**config.mk**
```make
export PLATFORM = sky130hd
export DESIGN_NAME = gpio_bank
export DESIGN_NICKNAME = d
export VERILOG_FILES = /design/src/rtl/gpio_bank_pkg.sv /design/src/rtl/gpio_cfg_reg.sv /design/src/rtl/gpio_pin_slice.sv /design/src/rtl/gpio_ser_rst.sv /design/src/rtl/gpio_bank.sv
export SDC_FILE = /design/constraint.sdc
export NUM_CORES = 1
export LEC_CHECK = 0
export ABC_AREA = 0
export BUFFER_PORTS_ARGS = -buffer_cell sky130_fd_sc_hd__buf_2
export CAP_MARGIN = 20
export CORE_ASPECT_RATIO = 1.75
export CORE_MARGIN = 5
export CORE_UTILIZATION = 60
export CTS_CLUSTER_SIZE = 30
export DETAILED_ROUTE_END_ITERATION = 16
export PLACE_DENSITY = 0.92
export REMOVE_ABC_BUFFERS = 1
export SETUP_SLACK_MARGIN = 0.2
export SYNTH_ARGS = -nofsm -noshare
export SYNTH_HDL_FRONTEND = slang
export SYNTH_HIERARCHICAL = 1
export SYNTH_SLANG_ARGS = --single-unit
```
**constraint.sdc**
```tcl
create_clock -name clk -period 4.8 [get_ports clk]
set_input_delay 0.48 -clock clk [delete_from_list [all_inputs] [get_ports clk]]
set_output_delay 0.48 -clock clk [all_outputs]
set_load 0.05 [all_outputs]
```
**src/rtl/gpio_bank_pkg.sv**
```systemverilog
package gpio_bank_pkg;
  localparam int unsigned ADDR_W = 7;

  localparam logic [ADDR_W-1:0] A_DIR   = 7'h00;
  localparam logic [ADDR_W-1:0] A_STYLE = 7'h01;
  localparam logic [ADDR_W-1:0] A_VAL   = 7'h02;
  localparam logic [ADDR_W-1:0] A_SCHM  = 7'h03;
  localparam logic [ADDR_W-1:0] A_PUP   = 7'h04;
  localparam logic [ADDR_W-1:0] A_PDN   = 7'h05;
  localparam logic [ADDR_W-1:0] A_DRV   = 7'h06;
  localparam logic [ADDR_W-1:0] A_SAMP  = 7'h07;
  localparam logic [ADDR_W-1:0] A_IINV  = 7'h08;
  localparam logic [ADDR_W-1:0] A_OINV  = 7'h09;
  localparam logic [ADDR_W-1:0] A_ONCE  = 7'h0C;

  function automatic logic addr_mapped(input logic [ADDR_W-1:0] a);
    return (a <= A_OINV) || (a == A_ONCE);
  endfunction
endpackage

```
**src/rtl/gpio_cfg_reg.sv**
```systemverilog
module gpio_cfg_reg #(
  parameter int unsigned W = 7,
  parameter logic [6:0]  ADDR = 7'h00
) (
  input  logic         clk,
  input  logic         rst_n,
  input  logic         clr,
  input  logic         we,
  input  logic [6:0]   addr,
  input  logic [W-1:0] wdata,
  output logic [W-1:0] q
);
  always_ff @(posedge clk or negedge rst_n) begin
    if (!rst_n)                      q <= '0;
    else if (clr)                    q <= '0;
    else if (we && (addr == ADDR))   q <= wdata;
  end
endmodule

```
**src/rtl/gpio_pin_slice.sv**
```systemverilog
module gpio_pin_slice (
  input  logic clk,
  input  logic rst_n,
  input  logic clr,
  input  logic dir,
  input  logic push_pull,
  input  logic val,
  input  logic out_inv,
  input  logic in_inv,
  input  logic once_en,
  input  logic clr_wr,
  input  logic pin_in,
  output logic pin_out,
  output logic pin_oe,
  output logic pin_od,
  output logic samp_q
);
  logic drv_val;
  logic samp;

  assign drv_val = val ^ out_inv;
  assign pin_out = push_pull & drv_val;
  assign pin_oe  = dir & (push_pull | ~drv_val);
  assign pin_od  = dir & ~push_pull;
  assign samp    = pin_in ^ in_inv;

  always_ff @(posedge clk or negedge rst_n) begin
    if (!rst_n)       samp_q <= 1'b0;
    else if (clr)     samp_q <= 1'b0;
    else if (once_en) samp_q <= (samp_q & ~clr_wr) | samp;
    else              samp_q <= samp;
  end

  AST_ONCE_STICKY: assert property (@(posedge clk) disable iff (!rst_n)
    (once_en && samp_q && !clr_wr && !clr) |=> samp_q);
  AST_LIVE_SAMPLE: assert property (@(posedge clk) disable iff (!rst_n)
    (!once_en && !clr) |=> (samp_q == $past(samp)));
endmodule

```
**src/rtl/gpio_ser_rst.sv**
```systemverilog
module gpio_ser_rst #(
  parameter int unsigned SYNC = 2,
  parameter logic [7:0]  RST_OPCODE = 8'h5F
) (
  input  logic clk,
  input  logic rst_n,
  input  logic cs_n,
  input  logic sclk,
  input  logic mosi,
  output logic fire
);
  localparam int unsigned CNT_W   = 4;
  localparam logic [CNT_W-1:0] CNT_BYTE = CNT_W'(8);
  localparam logic [CNT_W-1:0] CNT_OVER = CNT_W'(9);

  logic [SYNC-1:0] cs_s, ck_s, d_s;
  logic            cs_prev, ck_prev;
  logic [7:0]      shreg;
  logic [CNT_W-1:0] cnt;
  logic            cs_now, ck_now, d_now, ck_rise, cs_rise;

  always_ff @(posedge clk or negedge rst_n) begin
    if (!rst_n) begin
      cs_s <= '1; ck_s <= '0; d_s <= '0;
      cs_prev <= 1'b1; ck_prev <= 1'b0;
    end else begin
      cs_s <= {cs_s[SYNC-2:0], cs_n};
      ck_s <= {ck_s[SYNC-2:0], sclk};
      d_s  <= {d_s[SYNC-2:0], mosi};
      cs_prev <= cs_now;
      ck_prev <= ck_now;
    end
  end

  assign cs_now  = cs_s[SYNC-1];
  assign ck_now  = ck_s[SYNC-1];
  assign d_now   = d_s[SYNC-1];
  assign ck_rise = ck_now & ~ck_prev & ~cs_now;
  assign cs_rise = cs_now & ~cs_prev;

  always_ff @(posedge clk or negedge rst_n) begin
    if (!rst_n) begin
      cnt <= '0; shreg <= '0;
    end else if (cs_now) begin
      cnt <= '0;
    end else if (ck_rise) begin
      shreg <= {shreg[6:0], d_now};
      cnt   <= (cnt == CNT_OVER) ? CNT_OVER : cnt + 1'b1;
    end
  end

  assign fire = cs_rise && (cnt == CNT_BYTE) && (shreg == RST_OPCODE);

  AST_FRAME_RESTART: assert property (@(posedge clk) disable iff (!rst_n)
    cs_now |=> (cnt == '0));
endmodule

```
**src/rtl/gpio_bank.sv**
```systemverilog
module gpio_bank #(
  parameter int unsigned NPIN = 7,
  parameter int unsigned SYNC = 2,
  parameter logic [7:0]  RST_OPCODE = 8'h5F
) (
  input  logic            clk,
  input  logic            rst_n,
  input  logic            gpio_en,
  input  logic            gpio_rst_cmd,
  input  logic            reg_we,
  input  logic [6:0]      reg_addr,
  input  logic [NPIN-1:0] reg_wdata,
  output logic [NPIN-1:0] reg_rdata,
  input  logic            ser_cs_n,
  input  logic            ser_sclk,
  input  logic            ser_mosi,
  input  logic [NPIN-1:0] pad_in,
  output logic [NPIN-1:0] pad_out,
  output logic [NPIN-1:0] pad_oe,
  output logic [NPIN-1:0] pad_od,
  output logic [NPIN-1:0] pad_schmitt,
  output logic [NPIN-1:0] pad_pull_up,
  output logic [NPIN-1:0] pad_pull_dn,
  output logic [NPIN-1:0] pad_drv_hi
);
  import gpio_bank_pkg::*;

  localparam int unsigned NCFG = 10;
  localparam logic [6:0] CFG_ADDR [NCFG] = '{A_DIR, A_STYLE, A_VAL, A_SCHM, A_PUP,
                                             A_PDN, A_DRV, A_IINV, A_OINV, A_ONCE};

  logic            ser_fire, grst;
  logic [NPIN-1:0] cfg [NCFG];
  logic [NPIN-1:0] samp_q, clr_wr;

  gpio_ser_rst #(.SYNC(SYNC), .RST_OPCODE(RST_OPCODE)) u_ser (
    .clk(clk), .rst_n(rst_n), .cs_n(ser_cs_n), .sclk(ser_sclk),
    .mosi(ser_mosi), .fire(ser_fire));

  assign grst = gpio_en & (gpio_rst_cmd | ser_fire);

  for (genvar r = 0; r < NCFG; r++) begin : g_cfg
    gpio_cfg_reg #(.W(NPIN), .ADDR(CFG_ADDR[r])) u_reg (
      .clk(clk), .rst_n(rst_n), .clr(grst), .we(reg_we),
      .addr(reg_addr), .wdata(reg_wdata), .q(cfg[r]));
  end

  assign clr_wr = (reg_we && reg_addr == A_SAMP) ? reg_wdata : '0;

  for (genvar i = 0; i < NPIN; i++) begin : g_pin
    gpio_pin_slice u_pin (
      .clk(clk), .rst_n(rst_n), .clr(grst),
      .dir(cfg[0][i]), .push_pull(cfg[1][i]), .val(cfg[2][i]),
      .out_inv(cfg[8][i]), .in_inv(cfg[7][i]), .once_en(cfg[9][i]),
      .clr_wr(clr_wr[i]), .pin_in(pad_in[i]),
      .pin_out(pad_out[i]), .pin_oe(pad_oe[i]), .pin_od(pad_od[i]),
      .samp_q(samp_q[i]));
  end

  assign pad_schmitt = cfg[3];
  assign pad_pull_up = cfg[4];
  assign pad_pull_dn = cfg[5];
  assign pad_drv_hi  = cfg[6];

  always_comb begin
    reg_rdata = '0;
    if (reg_addr == A_SAMP) reg_rdata = samp_q;
    for (int r = 0; r < NCFG; r++)
      if (reg_addr == CFG_ADDR[r]) reg_rdata = cfg[r];
  end

  logic [NCFG*NPIN-1:0] cfg_flat;
  always_comb
    for (int r = 0; r < NCFG; r++) cfg_flat[r*NPIN +: NPIN] = cfg[r];

  AST_UNMAPPED_WRITE_IGNORED: assert property (@(posedge clk) disable iff (!rst_n)
    (reg_we && !addr_mapped(reg_addr) && !grst) |=> $stable(cfg_flat));
  AST_CMD_CLEARS_ALL: assert property (@(posedge clk) disable iff (!rst_n)
    (gpio_en && gpio_rst_cmd) |=> (cfg_flat == '0 && samp_q == '0));
  AST_INPUT_NOT_DRIVEN: assert property (@(posedge clk) disable iff (!rst_n)
    (reg_we && reg_addr == A_DIR && !grst) |=> ((pad_oe & ~$past(reg_wdata)) == '0));
endmodule

```
Word level (Yosys, flattened, before mapping) --
Index checks and enable logic that the tools add are counted. W data, S select, Z words.
Word-level totals: flip-flop bits (word level) 97, bits in latches 0, RAM bits 0, memory bits (read-only) 0, bits of input ports 29, output and inout bits 56, logic and storage cells 198, memories kept 0
Cells by class: $add $sub $neg 1, $mul 0, div/mod/pow operators 0, $lt $le $gt $ge 0, equality and inequality tests 13, shift operators 0, multiplexer cells 49, bitwise operators 85, reductions and logical operators 26
Operators by type and width (count):
- $mux W7 | 32
- $and A1 B1 Y1 | 32
- $eq A7 B3 Y1 const B | 4
- $not A1 Y1 | 24
- $reduce_bool A2 Y1 | 11
- $eq A7 B4 Y1 const B | 3
- $or A1 B1 Y1 | 15
- $eq A7 B2 Y1 const B | 2
- $mux W1 | 14
- $xor A1 B1 Y1 | 14
- $logic_and A1 B1 Y1 | 13
- $mux W4 | 3
- $eq A4 B4 Y1 const B | 2
- $eq A8 B7 Y1 const B | 1
- $eq A7 B1 Y1 const B | 1
- $logic_not A7 Y1 | 1
- $add A4 B1 Y4 const B | 1
- $reduce_and A2 Y1 | 1

Longest topological paths before layout --
word-level depth 12, gate-level depth with buffers 8, depth with buffers taken out 6

Hierarchy --
Netlist, hierarchy kept.
By module, submodules not included:
- gpio_cfg_reg (g_cfg[1].u_reg ...) | instances 4, cells each 33, area each 370.4 um2, sequential area each 175.2 um2
- gpio_cfg_reg (g_cfg[5].u_reg ...) | instances 3, cells each 33, area each 371.6 um2, sequential area each 175.2 um2
- gpio_bank | instances 1, cells each 158, area each 998.5 um2, sequential area each 0.0 um2
- gpio_ser_rst | instances 1, cells each 53, area each 762.0 um2, sequential area each 504.2 um2
- gpio_cfg_reg (g_cfg[3].u_reg ...) | instances 2, cells each 32, area each 375.4 um2, sequential area each 175.2 um2
- gpio_pin_slice | instances 7, cells each 8, area each 75.1 um2, sequential area each 25.0 um2
- gpio_cfg_reg (g_cfg[0].u_reg) | instances 1, cells each 33, area each 367.9 um2, sequential area each 175.2 um2

Worst setup path before layout --
OpenSTA, ideal clock, no wires.
kind input -> output, start point input port reg_addr[5], end point output port reg_rdata[6], arrival time 2.518 ns, data required time 4.320 ns, setup slack 1.802 ns, stages on the path 5, cell sequence or3_1 -> buf_6 -> a2111oi_0 -> a22oi_1 -> o21ai_0
Between the ends: cells in the longest elaborated chain, start to end 12
RTL lines:
- start, declared | RTL line gpio_bank.sv:11 | input logic [6:0] reg_addr,
- $eq A7 B3 Y1 | RTL line gpio_bank.sv:67 | if (reg_addr == A_SAMP) reg_rdata = samp_q;
- $mux W7 | RTL line gpio_bank.sv:67
- $mux W7 (9 in series) | RTL line gpio_bank.sv:69 | if (reg_addr == CFG_ADDR[r]) reg_rdata = cfg[r];
- $mux W7 * | RTL line gpio_bank.sv:69
- end, declared | RTL line gpio_bank.sv:13 | output logic [NPIN-1:0] reg_rdata,
Every way passes the cells marked *; elsewhere a longest branch is shown, timed or not.

Final worst setup path --
start point input port reg_addr[2], end point output port reg_rdata[3]
The elaborated chain is that of the path after synthesis.

==> results.json <==
{
  "grt_usage_pct": 27.0,
  "numCtsBuffers": 9,
  "synth_area_leaders": "dfrtp_1 39%, nand2b_1 15%, mux2i_1 12%",
  "post_drt_wl_per_cell_um": 20.7,
  "fin_crit_sh_pct": 68.9,
  "netlist_area_um2": 6000,
  "postRouteAntennaNets": 0,
  "setup_ws_ns": 1.49,
  "grt_antenna_before_repair": 0,
  "vias": 4916,
  "dieArea_um2": 12200,
  "yosysWarnings": 6,
  "cts_resized": 0,
  "setup_viol": 0,
  "grt_first_pass_wirelength_um": 25400,
  "slew_violations": 0,
  "cpMaxStageDelayCell": "buf_2",
  "layout.cells.non_filler": 791,
  "path_buf_inv": 3,
  "worstSetupPathType": "in2out",
  "rows": 48,
  "path_cells": "buf_2, clkinv_1, o22ai_1, a221o_1, o21ai_0, a32o_1, buf_2",
  "drc": 0,
  "yosys.area.top_type": "dfrtp_1",
  "cts_tree": "yes",
  "arrival_ns": 2.83,
  "yosysTopAreaCellShare_pct": 39.2,
  "cts_sinks": 97,
  "htreeDepth": 3,
  "ys.flop_type": "dfrtp_1",
  "fp.dieW_um": 85.6,
  "synth_cells": 595,
  "grt_max_degree": 88,
  "period_minus_slack_ns": 3.31,
  "ctsHoldBuffers": 0,
  "clkLatencyLatePin_ns": 0.35,
  "layout-drive-gt1-share_pct": 18.8,
  "cap_viol_max_count": 0,
  "whs_ns": 0.133,
  "crit_required_ns": 4.32,
  "finalWirelength_um": 16300,
  "place_area_um2": 6390,
  "gp_congestion": 0.923,
  "vias_per_cell": 6.21,
  "hold_viol": 0,
  "ios": 85,
  "root_buffer": "clkbuf_16",
  "setup_tns_ns": 0,
  "port_buffers": 84,
  "diodes": 0,
  "p_leak_nw": 2.82,
  "fmax_mhz": 302,
  "clockBufferDepth": 2,
  "dp.cells": 774,
  "syn_avg_cell_area_um2": 10.1,
  "clk_pin_slew_ns": 0.06,
  "ys_seq_elements": 97,
  "synth_cell_types": 60,
  "rsz0062_at_grt": "no",
  "status": "complete, no violations",
  "gr-total-overflow": 0,
  "synth_common_cells": "147 x nand2b_1, 94 x dfrtp_1, 71 x mux2i_1",
  "synth_edf_count": 0,
  "power_density_nw_per_um2": 273,
  "end_kind": "output pin",
  "drt-initial-drc-count": 567,
  "dp_slack_ns": 1.63,
  "crit_fanout": 49,
  "ys_seq_area_share_pct": 40.5,
  "hold_class": "in2async",
  "die_h_um": 142,
  "slew_headroom_pct": 33.4,
  "post-cts-setup-buffer-count": 0,
  "worst_clock_skew_ns": 0.00894,
  "dp_hpwl_um": 11100,
  "crit_top_cell": "buf_2",
  "async_flop_share_pct": 100,
  "worstSetupStartpointType": "primary input",
  "area_growth_pct": 11.6,
  "cp_top_family": "buffers and inverters",
  "core_area_um2": 9850,
  "grt_pass1_vias": 4914,
  "nets": 690,
  "cp_slowest_stage_delay_ns": 0.64,
  "synth.most_common_cell": "nand2b_1",
  "dr.pass1.iters": 7,
  "start_util_pct": 60.9,
  "worst_slew_pin_slew_ns": 0.992,
  "stdcell_area_um2": 6690,
  "irDropWorstVdd_uv": 314
}
## stage by stage
stage | power, mW | util (%)
after floorplan | 1.03 | -
after global placement | 1.11 | 64.9
after detailed placement | 1.13 | 64.9
after CTS | 1.83 | 67.8
after global routing | 1.89 | 68.0
final | 1.83 | 68.0
## worst paths after layout
path                                          from                              end  slack (ns)  depth (start not counted)
setup / recovery                       reg_addr[2]                     reg_rdata[3]        1.49                          7
hold / removal                               rst_n           u_ser/d_s[1]$_DFF_PN0_        0.13                          1
setup reg to reg           u_ser/cs_s[1]$_DFF_PN1_  g_cfg[6].u_reg/q[3]$_DFFE_PN0P_        2.29                          7
hold reg to reg             u_ser/d_s[0]$_DFF_PN0_           u_ser/d_s[1]$_DFF_PN0_        0.36                          0
max in group asynchronous                    rst_n  g_cfg[7].u_reg/q[4]$_DFFE_PN0P_        3.56                          2
min in group clk                          ser_cs_n          u_ser/cs_s[0]$_DFF_PN1_        0.23                          1
## placed cells by master, fill, tap and decap left out, types with 3 or more instances in the layout
cell,instances
nand3_1,7
mux2_2,11
dfstp_2,3
nor2b_1,20
nand3b_1,9
a31oi_1,5
nor2_1,21
a21oi_1,15
a221o_1,4
and2_1,7
inv_1,13
o32ai_1,3
o21a_1,7
nor4b_1,4
dfrtp_1,94
o21ai_0,14
nand2b_1,147
o22ai_1,8
clkbuf_16,9
and4b_1,8
a22oi_1,6
a211oi_1,4
xnor2_1,15
nor3_1,3
buf_4,3
clkbuf_1,4
buf_2,83
nor4bb_1,3
a32o_1,4
o31ai_1,3
nand2_1,15
mux2i_1,71
nor4_1,5
## power breakdown
part           leakage, nW  total, mW  internal [mW]  switching (mW)
Combinational         1.38      0.229         0.0945           0.134
Sequential            1.31      0.891          0.858          0.0329
Clock                0.134      0.709          0.404           0.305
Total                 2.82       1.83           1.36           0.472
## kinds of logic after synthesis
| family | count (synthesis) | synth area share (%) |
|---|---|---|
| AND/OR/NAND/NOR | 265 | 28.4 |
| multiplexers | 83 | 14.3 |
| XOR/XNOR | 15 | 2.19 |
| buffers and inverters | 46 | 4.29 |
| AO/OA/AOI/OAI | 89 | 10.3 |
| flip-flops | 97 | 40.5 |
## flip-flops by register name, indices dropped and copies added, names as in the netlist
register / flops
g_cfg.u_reg/q: 70
g_pin.u_pin/samp_q: 7
u_ser/ck_prev: 1
u_ser/ck_s: 2
u_ser/cnt: 4
u_ser/cs_prev: 1
u_ser/cs_s: 2
u_ser/d_s: 2
u_ser/shreg: 8
## routing by layer
metal  vias up  track usage, %  share of wire, %
met1      2366            31.3                37
met5         -               0                 0
met2       267            45.2                51
met3        61            4.63               6.5
met4         0            18.1               5.7
li1       2222               -                 -
## worst reg2reg max path, stage by stage (launching register included)
cell and delay [ns]:
dfstp_2 0.65, nand4b_1 0.15, nor4_1 0.33, o21a_2 0.27, buf_12 0.25, buf_4 0.42
nand2b_1 0.21, mux2i_1 0.09
## layout make-up
| cell class | instances | area, um2 |
|---|---|---|
| Multi-Input combinational cell | 452 | 3310 |
| Fill cell | 765 | 3160 |
| Sequential cell | 97 | 2430 |
| Timing Repair Buffer | 87 | 458 |
| Clock buffer | 13 | 240 |
| Tap cell | 125 | 156 |
| Inverter | 14 | 52.6 |
| Clock inverter | 3 | 42.5 |
(Power assumes the default switching activity.)
